===== config.mk =====
export PLATFORM = sky130hd
export DESIGN_NAME = exc_ctrl
export DESIGN_NICKNAME = d
export VERILOG_FILES = /design/src/rtl/exc_pkg.sv /design/src/rtl/exc_prio.sv /design/src/rtl/exc_vec.sv /design/src/rtl/exc_state.sv /design/src/rtl/exc_ctrl.sv
export SDC_FILE = /design/constraint.sdc
export NUM_CORES = 1
export LEC_CHECK = 0
export ABC_AREA = 0
export ABC_CLOCK_PERIOD_IN_PS = 5820
export CORE_ASPECT_RATIO = 1.75
export CORE_MARGIN = 2
export CORE_UTILIZATION = 44
export DETAILED_ROUTE_END_ITERATION = 16
export PLACE_DENSITY = 0.88
export REMOVE_ABC_BUFFERS = 1
export SLEW_MARGIN = 15
export SYNTH_ARGS = -nofsm -noshare
export SYNTH_HDL_FRONTEND = slang
export SYNTH_SLANG_ARGS = --single-unit

===== constraint.sdc =====
create_clock -name clk -period 5.82 [get_ports clk]
set_input_delay 0.582 -clock clk [delete_from_list [all_inputs] [get_ports clk]]
set_output_delay 0.582 -clock clk [all_outputs]
set_load 0.03 [all_outputs]

===== src/rtl/exc_pkg.sv =====
package exc_pkg;

    typedef enum logic {
        CAUSE_UNDEF = 1'b0,
        CAUSE_OVF   = 1'b1
    } exc_cause_e;

    localparam logic [31:0] FIXED_ENTRY = 32'h8000_0180;
    localparam logic [31:0] VEC_BASE    = 32'hC000_0000;
    localparam logic [31:0] VEC_STRIDE  = 32'h0000_0020;
    localparam logic [31:0] RET_OFFSET  = 32'h0000_0004;

    function automatic logic [31:0] vector_entry(input exc_cause_e c);
        return VEC_BASE + VEC_STRIDE * 32'(c);
    endfunction

endpackage


===== src/rtl/exc_prio.sv =====
module exc_prio
    import exc_pkg::*;
#(
    parameter int XLEN = 32
) (
    input  logic            enable,
    input  logic            id_undef,
    input  logic [XLEN-1:0] id_pc,
    input  logic            ex_ovf,
    input  logic [XLEN-1:0] ex_pc,
    output logic            take,
    output exc_cause_e      cause,
    output logic [XLEN-1:0] fault_pc,
    output logic            kill_if,
    output logic            kill_id,
    output logic            kill_ex
);
    // Execute holds the older instruction, so its fault is chosen first.
    always_comb begin
        take     = 1'b0;
        cause    = CAUSE_UNDEF;
        fault_pc = id_pc;
        kill_if  = 1'b0;
        kill_id  = 1'b0;
        kill_ex  = 1'b0;
        if (enable) begin
            if (ex_ovf) begin
                take     = 1'b1;
                cause    = CAUSE_OVF;
                fault_pc = ex_pc;
                kill_if  = 1'b1;
                kill_id  = 1'b1;
                kill_ex  = 1'b1;
            end else if (id_undef) begin
                take     = 1'b1;
                cause    = CAUSE_UNDEF;
                fault_pc = id_pc;
                kill_if  = 1'b1;
                kill_id  = 1'b1;
            end
        end
    end
endmodule


===== src/rtl/exc_vec.sv =====
module exc_vec
    import exc_pkg::*;
#(
    parameter int XLEN     = 32,
    parameter bit VECTORED = 1'b0
) (
    input  exc_cause_e      cause,
    output logic [XLEN-1:0] entry
);
    generate
        if (VECTORED) begin : g_vectored
            assign entry = XLEN'(vector_entry(cause));
        end else begin : g_fixed
            logic cause_unused;
            assign cause_unused = cause;
            assign entry = XLEN'(FIXED_ENTRY);
        end
    endgenerate
endmodule


===== src/rtl/exc_state.sv =====
module exc_state
    import exc_pkg::*;
#(
    parameter int XLEN         = 32,
    parameter int DRAIN_CYCLES = 3
) (
    input  logic            clk,
    input  logic            rst,
    input  logic            take,
    input  exc_cause_e      cause,
    input  logic [XLEN-1:0] fault_pc,
    input  logic            ret_req,
    output exc_cause_e      cause_q,
    output logic [XLEN-1:0] epc_q,
    output logic            busy
);
    localparam int CW = $clog2(DRAIN_CYCLES + 1);

    logic [CW-1:0] drain_cnt;

    assign busy = (drain_cnt != '0);

    always_ff @(posedge clk) begin
        if (rst) begin
            cause_q   <= CAUSE_UNDEF;
            epc_q     <= '0;
            drain_cnt <= '0;
        end else if (take) begin
            cause_q   <= cause;
            epc_q     <= fault_pc + XLEN'(RET_OFFSET);
            drain_cnt <= CW'(DRAIN_CYCLES);
        end else if (ret_req) begin
            drain_cnt <= '0;
        end else if (busy) begin
            drain_cnt <= drain_cnt - 1'b1;
        end
    end
endmodule


===== src/rtl/exc_ctrl.sv =====
module exc_ctrl
    import exc_pkg::*;
#(
    parameter int XLEN         = 32,
    parameter bit VECTORED     = 1'b0,
    parameter int DRAIN_CYCLES = 3
) (
    input  logic            clk,
    input  logic            rst,
    input  logic            id_undef,
    input  logic [XLEN-1:0] id_pc,
    input  logic            ex_ovf,
    input  logic [XLEN-1:0] ex_pc,
    input  logic            ret_req,
    output logic            flush_if,
    output logic            flush_id,
    output logic            flush_ex,
    output logic            pc_load,
    output logic [XLEN-1:0] pc_target,
    output logic            cause_q,
    output logic [XLEN-1:0] epc_q
);
    logic            take;
    logic            busy;
    exc_cause_e      sel_cause;
    exc_cause_e      saved_cause;
    logic [XLEN-1:0] sel_pc;
    logic [XLEN-1:0] entry;

    exc_prio #(.XLEN(XLEN)) u_prio (
        .enable   (!busy),
        .id_undef (id_undef),
        .id_pc    (id_pc),
        .ex_ovf   (ex_ovf),
        .ex_pc    (ex_pc),
        .take     (take),
        .cause    (sel_cause),
        .fault_pc (sel_pc),
        .kill_if  (flush_if),
        .kill_id  (flush_id),
        .kill_ex  (flush_ex)
    );

    exc_vec #(.XLEN(XLEN), .VECTORED(VECTORED)) u_vec (
        .cause (sel_cause),
        .entry (entry)
    );

    exc_state #(.XLEN(XLEN), .DRAIN_CYCLES(DRAIN_CYCLES)) u_state (
        .clk      (clk),
        .rst      (rst),
        .take     (take),
        .cause    (sel_cause),
        .fault_pc (sel_pc),
        .ret_req  (ret_req),
        .cause_q  (saved_cause),
        .epc_q    (epc_q),
        .busy     (busy)
    );

    assign cause_q   = saved_cause;
    assign pc_load   = take | ret_req;
    assign pc_target = take ? entry : epc_q;
endmodule


==> summary.md, run 1 <==
| Metric | Value |
|---|---|
| Status | finished, final reports clean |
| Primary FF master, synth | dfxtp_1 |
| Initial Util | 45.8% |
| Vias per cell | around 5.7 |
| Vias in the first global route | between 3k and 4k |
| DP Area | slightly above 4000 sq um |
| Post-synthesis register bit count | 35 |
| Io pins | 138 |
| Final setup violation count | 0 |
| Routed vias | 3,172 |
| Dpl hpwl | 6.98 mm |
| GPL Wtd Cong | ~0.91 |
| Core area | 5930 sq um |
| Setup tns final | 0 ns |
| Die Y | 108 um |
| CTS tree | yes |
| Fin. max-slew vios | 0 |
| Register Area | 701 sq um |
| Most frequent cells in the layout | clkdlybuf4s50_1, nand2_1, nor2_1 |
| Post-synthesis cell area | 2710 sq um |
| Crit Path Max Fanout | 45 |
| Slew headroom | 30.2% |
| Post-CTS Setup Bufs | 0 |
| Post-synth EDFFs | 0 |
| Net count reported at finish | 545 |
| Drc violations | 0 |
| Crit start category | primary input |
| Critical Path AT | 4.05 ns |
| Post-synthesis sequential area ratio | 25.8% |
| Slew @ Worst Pin | 1.04 ns |
| ANT cells | 0 |
| Clk root buf | clkbuf_8 |
| Reg2reg end | u_state.epc_q[24] |
| Hold EP | u_state.epc_q[7] |
| Fmax | 256 MHz |
| Layout cells sized above 1 | ~7% |
| DRT Wirelength | approximately 9.4 mm |
| # hold bufs at CTS | 0 |
| Post_cts resized | 0 |
| Site Rows | 37 |
| Initial antenna violation count | 0 |
| R2R cell count | 12 |
| Period utilization | 67.0% |
| Number of port buffers | about 140 |
| Largest net degree at the start of global routing | 46 |
| Pwr/cell area | roughly 290 nW/um^2 |
| Peak supply drop | 0.159 mV |
| DR WL/cell | between 15 and 20 um |
| Post-synthesis async set-or-reset flop share | 0% |
| Clock latency on the worst-skew pair | just under 0.3 ns |
| Pre-Repair DR Iteration Count | 4 |
| P_leak | 1.59 nW |
| Post-route ant nets | 0 |
| Hold path cells | 2 |
| Multi-input logic area | 1860 sq um |
| Die W | 63.4 um |
| DR iter-0 viols | around 200 |
| R2R Setup Slk | 2.04 ns |
| Worst Setup End Kind | register |
| Post-Syn Instances | 350 |
| Worst r2r src | u_state.drain_cnt[0] |
| Yosys Warn Count | 0 |
| Hold_ws | ~0.47 ns |
| First-pass GRT wire length | around 15 mm |
| RSZ-0062 raised after global routing | false |
| Final hold vios | 0 |
| Clock Pin Slew Worst Setup and Hold Paths | around 0.08 ns |
| Crit path kind | in2reg |
| H-tree levels | 2 |
| Hold Path Class | reg2reg |
| Commonest non-fill, non-tap cell in the layout | clkdlybuf4s50_1 |
| CTS sink cnt | 35 |
| Max Clock Skew | 0.00428 ns |
| Fillcell total | 543 |
| Post-synth cell types | 68 |
| Critical Path RT | 5.97 ns |
| DIE AREA | 6840 sq um |
| Min cycle time layout | approximately 3.9 ns |
| Post-synthesis average cell area | 7.75 sq um |
| Total congestion overflow | 0 |
| Finished Cell Area | 4190 sq um |
| GRT Total Usage | between 20 and 30% |
| CTS Buffer Depth | 2 |
| TritonCTS Buffers | 5 |
| Maxcap violations | 0 |
| Hold Startpoint | u_state.epc_q[7] |
| P&R area growth vs syn | 54.5% |
## how the worst max path moves through the flow
stage,startpoint,end,depth (start not counted)
CTS,ex_ovf,u_state.epc_q[24],11
floorplan,ex_ovf,u_state.epc_q[17],5
finish,ex_ovf,u_state.epc_q[24],11
global route,ex_ovf,u_state.epc_q[24],11
detailed placement,ex_ovf,u_state.epc_q[24],11
global placement,ex_ovf,u_state.epc_q[24],11
## logic make-up after synthesis
| logic type | count (synthesis) | synth area share, % |
|---|---|---|
| AO/OA/AOI/OAI | 67 | 19.2 |
| XOR/XNOR | 9 | 2.90 |
| adder cells (fa/ha/maj) | 2 | 0.922 |
| buffers and inverters | 30 | 5.72 |
| flip-flops | 35 | 25.8 |
| multiplexers | 22 | 8.67 |
| AND/OR/NAND/NOR | 185 | 36.7 |
## per-stage QoR
stage / worst slack [ns] / cells / power (mW) / utilization [%]
final: 1.92 / 553 / 1.20 / 70.8
after global routing: 1.69 / 553 / 1.26 / 70.8
after CTS: 2.00 / 553 / 1.20 / 70.8
after detailed placement: 1.70 / 545 / 0.970 / 68.8
after global placement: 1.78 / 545 / 0.961 / 68.8
after floorplan: 1.78 / 329 / 0.696 / -
## critical path, cell delays in order
cell and delay [ns]:
clkdlybuf4s50_1 0.90, nand2_4 0.28, inv_4 0.52, nand2_1 0.11
nand2_1 0.10, ha_1 0.21, o21a_1 0.29, nand4_4 0.23
or4_1 0.57, a31oi_1 0.18, nor2_1 0.06
## power breakdown
part / leakage, nW / internal (mW) / switching (mW)
Combinational: 1.24 / 0.272 / 0.393
Clock: 0.0612 / 0.139 / 0.0954
Sequential: 0.289 / 0.281 / 0.0225
## routing by layer
layer	GRT usage [%]	vias up	part of all wire (%)
li1	-	1504	-
met1	29.3	1513	36
met2	53.5	132	56
met3	3.24	23	5.0
met4	10.6	0	2.5
met5	0	-	0
## layout make-up
cell class | count | share of cell area, %
clock buffers | 6 | 1.97
clock inverters | 2 | 0.836
inverters | 9 | 0.865
multi-input cells | 285 | 44.4
flip-flops and latches | 35 | 16.7
well taps | 78 | 2.33
repair buffers | 138 | 32.9
## sequential cells by signal (all words and copies together) (netlist names)
name / count
u_state.epc_q: 32
u_state.drain_cnt: 2
u_state.cause_q: 1
## cell usage after synthesis (4+ instances only)
cell	instances	area share, %
a211oi_1	4	1.1
a21oi_1	12	2.2
a221o_1	5	1.8
and2_1	30	6.9
and3_1	5	1.2
buf_2	5	0.92
clkbuf_1	11	1.5
dfxtp_1	35	26
inv_1	7	0.97
mux2_2	4	1.7
mux2i_1	16	5.9
nand2_1	54	7.5
nand2b_1	4	0.92
nand3_1	12	2.2
nand4_1	13	3.0
nor2_1	38	5.3
nor3_1	8	1.5
o21a_1	4	1.1
o21ai_1	4	0.74
o31ai_1	5	1.4
xnor2_1	6	1.9
(Power assumes the default switching activity.)
==> run 2: changes to the inputs <==
--- a/config.mk
+++ b/config.mk
@@ -6,12 +6,12 @@
 export NUM_CORES = 1
 export LEC_CHECK = 0
 export ABC_AREA = 0
-export ABC_CLOCK_PERIOD_IN_PS = 5820
+export ABC_CLOCK_PERIOD_IN_PS = 3500
 export CORE_ASPECT_RATIO = 1.75
 export CORE_MARGIN = 2
-export CORE_UTILIZATION = 44
+export CORE_UTILIZATION = 37
 export DETAILED_ROUTE_END_ITERATION = 16
-export PLACE_DENSITY = 0.88
+export PLACE_DENSITY = 0.79
 export REMOVE_ABC_BUFFERS = 1
 export SLEW_MARGIN = 15
 export SYNTH_ARGS = -nofsm -noshare
==> constraint.sdc (replaced) <==
create_clock -name clk -period 3.5 [get_ports clk]
set_input_delay 0.35 -clock clk [delete_from_list [all_inputs] [get_ports clk]]
set_output_delay 0.35 -clock clk [all_outputs]
set_load 0.03 [all_outputs]
==> run 2 against run 1 <==
- die area rose by 18%
- flip-flop and latch count did not move
- global-route usage fell by 4.1 points
- clock power rose by 84%
- non-clock buffer count rose by 8
- hold slack improved by 0.0042 ns
- largest cell class unchanged
- highest routed layer unchanged
==> summary.md, run 2 (synthesized netlist as in run 1, its figures left out) <==
| Metric | Value |
|---|---|
| Crit path kind | reg2reg |
| Crit-path cells | inv_1, ha_1, nand2_4, inv_4, nand2_1, nand2_1, ha_1, o21a_1, nand4_4, or4_1, a31oi_1, nor2_1 |
| R2R Setup Slk | 0.63 ns (-1.41 ns) |
| Post-CTS Setup Bufs | 0 (unchanged) |
| Final worst slack | 0.626 ns (-1.29 ns) |
| DP Area | 4150 sq um (+1.7%) |
| Int Power | 1.20 mW (+74%) |
| Site Rows | 41 (+11%) |
| Net Sw Power | 864 uW (+69%) |
| Drc violations | 0 (unchanged) |
| TritonCTS Buffers | 5 (unchanged) |
| Largest regs | u_state.epc_q x32, u_state.drain_cnt x2, u_state.cause_q x1 |
| Die Y | 117 um (+8.7%) |
| Slew @ Worst Pin | 0.920 ns (-0.124 ns) |
| Total congestion overflow | 0 (unchanged) |
| Clock Pin Slew Worst Setup and Hold Paths | 0.05 ns (-0.03 ns) |
| Vias per cell | 5.45 (-5.0%) |
| Post_cts resized | 0 (unchanged) |
| Cell count after placement | 561 (+2.9%) |
| Seq pwr share | 24.5% (-0.7 points) |
| Crit start category | register |
| Final setup violation count | 0 (unchanged) |
| Number of port buffers | 137 (unchanged) |
| Slowest CP cell | or4_1 |
| Crit Path Max Fanout | 18 (-60%) |
| Critical Path AT | 3.04 ns (-1.01 ns) |
| Pre-Repair DR Iteration Count | 4 (unchanged) |
| Placement Setup Slack | 0.393 ns (-1.30 ns) |
| Largest net degree at the start of global routing | 25 (-46%) |
| CTS sink cnt | 35 (unchanged) |
| Clock latency on the worst-skew pair | 0.28 ns (about the same) |
| Slew headroom | 38.4% (+8.3 points) |
| Combinational Power Share | 54.7% (-0.6 points) |
| Hold Path Class | reg2reg |
| Largest stage delay on the critical path | 0.58 ns (-0.32 ns) |
| Crit path depth | 12 (+1) |
| Layout cells sized above 1 | 8.28% (+1.1 points) |
| Min cycle time layout | 2.87 ns |
| CTS tree | yes |
| Most frequent cells in the layout | clkdlybuf4s50_1, nand2_1, nor2_1 |
| Top reg by flops | u_state.epc_q |
| CTS Buffer Depth | 2 (unchanged) |
| Pwr/cell area | 482 nW/um^2 (+68%) |
| P&R area growth vs syn | 57.8% |
| DIE AREA | 8060 sq um (+18%) |
| GRT Total Usage | 23.4% (-4.1 points) |
| Period utilization | 82.1% |
| Initial Util | 37.8% (-8.0 points) |
| Final hold vios | 0 (unchanged) |
| Max reg flops | 32 (unchanged) |
| Vias in the first global route | 3,074 (-1.6%) |
| Fin. max-slew vios | 0 (unchanged) |
| Io pins | 138 (unchanged) |
| Core area | 7180 sq um (+21%) |
| Routed vias | 3,102 (-2.2%) |
| Worst path buffer plus inverter count | 2 (unchanged) |
| Status | finished, final reports clean |
| Peak supply drop | 0.206 mV (+29%) |
| Reg2reg end | u_state.epc_q[14] |
| Die W | 68.7 um (+8.5%) |
| Fmax | 348 MHz |
| Hold Startpoint | u_state.epc_q[7] |
| R2R cell count | 12 (unchanged) |
| Hold path cells | 2 (unchanged) |
| RSZ-0062 raised after global routing | false |
| Initial antenna violation count | 0 (unchanged) |
| First-pass GRT wire length | 14.4 mm (-4.4%) |
| Hold EP | u_state.epc_q[7] |
| DR WL/cell | 16.6 um (-2.4%) |
| Max Clock Skew | 0.00960 ns (+0.00531 ns) |
| Net count reported at finish | 553 (+1.5%) |
| H-tree levels | 2 (unchanged) |
| GPL Wtd Cong | 0.873 (-4.4%) |
| Util after Layout | 59.6% (-11 points) |
| Clock power share | 20.9% (+1.4 points) |
| Clk root buf | clkbuf_16 |
| # hold bufs at CTS | 0 (unchanged) |
| Power consumption | 2.07 mW (+72%) |
| Final cell count without fillers | 569 (+2.9%) |
| Crit path max-delay family | simple AND/OR/NAND/NOR gates |
| Post-route ant nets | 0 (unchanged) |
| Worst r2r src | u_state.drain_cnt[0] |
| ANT cells | 0 (unchanged) |
| Finished Cell Area | 4280 sq um (+2.1%) |
| DR iter-0 viols | 191 (-6.4%) |
| Switch share | 41.8% (-0.63 points) |
| Worst Setup End Kind | register |
| Commonest non-fill, non-tap cell in the layout | clkdlybuf4s50_1 |
| Critical Path RT | 3.66 ns (-2.31 ns) |
| Dpl hpwl | 7.35 mm (+5.3%) |
| Maxcap violations | 0 (unchanged) |
| P_leak | 1.64 nW (+2.9%) |
| DRT Wirelength | 9.44 mm (+0.46%) |
## run 2: routing by layer
metal | part of all wire, % | up-vias | track usage (%)
met3 | 5.1 | 15 | 2.39
met2 | 56 | 121 | 44.9
met4 | 2.0 | 0 | 7.97
met5 | 0 | - | 0
met1 | 37 | 1442 | 25.6
li1 | - | 1524 | -
## run 2: worst max path at each step
stage          slack [ns]                 start           endpoint
5_1_grt              0.37  u_state.drain_cnt[0]  u_state.epc_q[31]
4_1_cts              0.63  u_state.drain_cnt[0]  u_state.epc_q[14]
2_1_floorplan       -0.42  u_state.drain_cnt[0]  u_state.epc_q[17]
3_3_place_gp         0.50                ex_ovf  u_state.epc_q[24]
6_report             0.63  u_state.drain_cnt[0]  u_state.epc_q[14]
3_5_place_dp         0.39                ex_ovf  u_state.epc_q[31]
## run 2: power groups by stage
stage          Sequential, mW  Clock [mW]  Combinational [mW]
2_1_floorplan           0.632           0               0.525
3_3_place_gp            0.512           0                1.12
3_5_place_dp            0.512           0                1.13
4_1_cts                 0.506       0.438                1.13
5_1_grt                 0.512       0.452                1.21
6_report                0.505       0.431                1.13
## run 2: cell type report
type | instances | area, sq um
fill | 656 | 2900
multi-input combinational | 285 | 1860
timing repair buffer | 146 | 1440
sequential | 35 | 701
clock buffer | 7 | 133
tap | 86 | 108
inverter | 9 | 36.3
clock inverter | 1 | 5.00
## run 2: metrics by stage
step           setup TNS [ns]  hold WS (ns)
2_1_floorplan           -4.21         0.419
3_3_place_gp                0         0.447
3_5_place_dp                0         0.461
4_1_cts                     0         0.467
5_1_grt                     0         0.486
6_report                    0         0.470
## run 2: worst reg2reg max path, delay by kind of cell (launching register included)
kind / cells / cell delay, ns
AND/OR/NAND/NOR: 6 / 1.21
buffers and inverters: 2 / 0.32
flip-flops: 1 / 0.32
AO/OA/AOI/OAI: 2 / 0.49
adder cells (fa/ha/maj): 2 / 0.43
==> run 3: changes to the inputs <==
--- a/config.mk
+++ b/config.mk
@@ -6,12 +6,12 @@
 export NUM_CORES = 1
 export LEC_CHECK = 0
 export ABC_AREA = 0
-export ABC_CLOCK_PERIOD_IN_PS = 3500
+export ABC_CLOCK_PERIOD_IN_PS = 2900
 export CORE_ASPECT_RATIO = 1.75
 export CORE_MARGIN = 2
-export CORE_UTILIZATION = 37
+export CORE_UTILIZATION = 41
 export DETAILED_ROUTE_END_ITERATION = 16
-export PLACE_DENSITY = 0.79
+export PLACE_DENSITY = 0.83
 export REMOVE_ABC_BUFFERS = 1
 export SLEW_MARGIN = 15
 export SYNTH_ARGS = -nofsm -noshare
==> constraint.sdc (replaced) <==
create_clock -name clk -period 2.9 [get_ports clk]
set_input_delay 0.29 -clock clk [delete_from_list [all_inputs] [get_ports clk]]
set_output_delay 0.29 -clock clk [all_outputs]
set_load 0.03 [all_outputs]
==> run 3 against run 2 <==
- clock-buffer cell count is 1 lower
- clock skew shrank 0.0055 ns
- wire length grew 2.2%
- via count is 4.0% higher
- worst setup slack got worse by 0.42 ns
- sequential power grew 20%
- die area fell by 9.3%
- sequential share of layout area about the same
- non-clock buffer count grew 6
- total power grew 27%
- final cell count rose by 0.35%
- register-to-register slack worse by 0.42 ns
- critical path type unchanged
- highest routed layer unchanged
==> summary.md, run 3 (synthesized netlist as in run 1, its figures left out) <==
| Metric | Value |
|---|---|
| Hold Path Class | reg2reg |
| Final hold vios | 0 (unchanged) |
| Commonest non-fill, non-tap cell in the layout | clkdlybuf4s50_1 |
| H-tree levels | 2 (unchanged) |
| Critical Path AT | 2.86 ns (-0.18 ns) |
| Switch share | 40.6% (-1.2 points) |
| Drc violations | 0 (unchanged) |
| Max Clock Skew | 0.00406 ns (-0.00553 ns) |
| Peak supply drop | 0.339 mV (+65%) |
| Largest regs | u_state.epc_q x32, u_state.drain_cnt x2, u_state.cause_q x1 |
| Initial antenna violation count | 0 (unchanged) |
| Finished Cell Area | 4280 sq um (about the same) |
| P_leak | 1.74 nW (+6.3%) |
| Clock power share | 24.5% (+3.6 points) |
| Period utilization | 92.9% (+11 points) |
| Pre-Repair DR Iteration Count | 5 (+1) |
| GPL Wtd Cong | 0.872 (about the same) |
| Maxcap violations | 0 (unchanged) |
| Post-CTS Setup Bufs | 0 (unchanged) |
| Crit path kind | reg2reg |
| Die Y | 112 um (-4.8%) |
| Most frequent cells in the layout | clkdlybuf4s50_1, nand2_1, buf_4 |
| Post_cts resized | 0 (unchanged) |
| Crit-path cells | inv_1, ha_1, nand2_4, inv_4, nand2_1, nand2_1, ha_1, o21a_1, nand4_4, or4_1, a31oi_1, nor2_1 |
| Final setup violation count | 0 (unchanged) |
| TritonCTS Buffers | 5 (unchanged) |
| GRT Total Usage | 26.4% (+3.0 points) |
| Routed vias | 3,225 (+4.0%) |
| ANT cells | 0 (unchanged) |
| Net count reported at finish | 559 (+1.1%) |
| Largest net degree at the start of global routing | 23 (-8.0%) |
| Initial Util | 41.8% (+4.0 points) |
| DIE AREA | 7310 sq um (-9.3%) |
| Fmax | 371 MHz (+6.6%) |
| Vias per cell | 5.65 (+3.6%) |
| First-pass GRT wire length | 15.2 mm (+5.3%) |
| Crit start category | register |
| Top reg by flops | u_state.epc_q |
| Clk root buf | clkbuf_16 |
| # hold bufs at CTS | 0 (unchanged) |
| Dpl hpwl | 7.42 mm (+0.98%) |
| DRT Wirelength | 9.64 mm (+2.2%) |
| Slew @ Worst Pin | 0.970 ns (+0.0500 ns) |
| Largest stage delay on the critical path | 0.57 ns (about the same) |
| DR iter-0 viols | 183 (-4.2%) |
| Io pins | 138 (unchanged) |
| Min cycle time layout | 2.69 ns (-0.179 ns) |
| Vias in the first global route | 3,137 (+2.0%) |
| Net Sw Power | 1.06 mW (+23%) |
| Combinational Power Share | 52.3% (-2.4 points) |
| Die W | 65.5 um (-4.7%) |
| Number of port buffers | 137 (unchanged) |
| Site Rows | 39 (-4.9%) |
| Fin. max-slew vios | 0 (unchanged) |
| CTS tree | yes |
| Status | finished, final reports clean |
| Crit Path Max Fanout | 10 (-8) |
| Max reg flops | 32 (unchanged) |
| Clock Pin Slew Worst Setup and Hold Paths | 0.06 ns (about the same) |
| Placement Setup Slack | 0.0703 ns (-0.322 ns) |
| Critical Path RT | 3.07 ns (-0.59 ns) |
| Pwr/cell area | 611 nW/um^2 (+27%) |
| Final cell count without fillers | 571 (+0.35%) |
| Clock latency on the worst-skew pair | 0.28 ns (about the same) |
| Crit path max-delay family | simple AND/OR/NAND/NOR gates |
| CTS sink cnt | 35 (unchanged) |
| P&R area growth vs syn | 57.9% (about the same) |
| Worst path buffer plus inverter count | 2 (unchanged) |
| Seq pwr share | 23.3% (-1.2 points) |
| DR WL/cell | 16.9 um (+1.8%) |
| Worst Setup End Kind | register |
| RSZ-0062 raised after global routing | false |
| Slowest CP cell | or4_1 |
| Layout cells sized above 1 | 16.0% (+7.7 points) |
| Slew headroom | 35.1% (-3.3 points) |
| Cell count after placement | 563 (+0.36%) |
| Core area | 6490 sq um (-9.6%) |
| Int Power | 1.55 mW (+29%) |
| CTS Buffer Depth | 2 (unchanged) |
| Total congestion overflow | 0 (unchanged) |
| Final worst slack | 0.205 ns (-0.421 ns) |
| Setup tns final | 0 ns (unchanged) |
| Post-route ant nets | 0 (unchanged) |
| DP Area | 4110 sq um (-0.85%) |
-- run 3: changes by cell type in the layout (fill, tap and decap cells not counted), sizes merged --
cell / change
clkbuf: -1
bufinv: +1
buf: +36
clkdlybuf4s50: -30
-- run 3: layout make-up --
type,instances,area (sq um)
Tap cell,82,103
Multi-Input combinational cell,285,1860
Fill cell,557,2210
Clock buffer,6,139
Inverter,9,36.3
Timing Repair Buffer,152,1410
Clock inverter,2,35.0
Sequential cell,35,701
-- run 3: worst reg2reg max path, delay by kind of cell, from the launching register on --
family / cells / cell delay, ns
buf+inv: 2 / 0.20
fa+ha+maj: 2 / 0.48
compound gates: 2 / 0.48
flops: 1 / 0.31
simple gates: 6 / 1.12
-- run 3: stage by stage --
stage	utilization, %	hold WS (ns)	power, mW
3_3_place_gp	63.3	0.449	1.96
3_5_place_dp	63.3	0.457	1.98
4_1_cts	66.0	0.464	2.62
6_report	66.0	0.461	2.62
2_1_floorplan	-	0.359	1.40
5_1_grt	66.0	0.479	2.73
-- run 3: power groups by stage --
| stage | clock, mW | combinational (mW) | sequential [mW] |
|---|---|---|---|
| after floorplan | 0 | 0.634 | 0.763 |
| after global placement | 0 | 1.34 | 0.616 |
| after detailed placement | 0 | 1.36 | 0.617 |
| after CTS | 0.647 | 1.37 | 0.608 |
| after global routing | 0.663 | 1.45 | 0.617 |
| final | 0.640 | 1.37 | 0.608 |
-- run 3: path summary, 6_finish.rpt --
| kind | start | endpoint | slack (ns) | cells after the start |
|---|---|---|---|---|
| setup reg to reg | u_state.drain_cnt[0] | u_state.epc_q[14] | 0.21 | 12 |
| hold reg to reg | u_state.epc_q[7] | u_state.epc_q[7] | 0.46 | 2 |
| setup / recovery | u_state.drain_cnt[0] | u_state.epc_q[14] | 0.21 | 12 |
| hold / removal | u_state.epc_q[7] | u_state.epc_q[7] | 0.46 | 2 |
-- run 3: per-layer routing --
| layer | wire (um) | global-route usage (%) | up-vias |
|---|---|---|---|
| met1 | 3400 | 28.6 | 1503 |
| met5 | 0 | 0 | - |
| met2 | 5240 | 47.3 | 156 |
| met4 | 429 | 15.8 | 0 |
| met3 | 572 | 3.33 | 35 |
| li1 | - | - | 1531 |
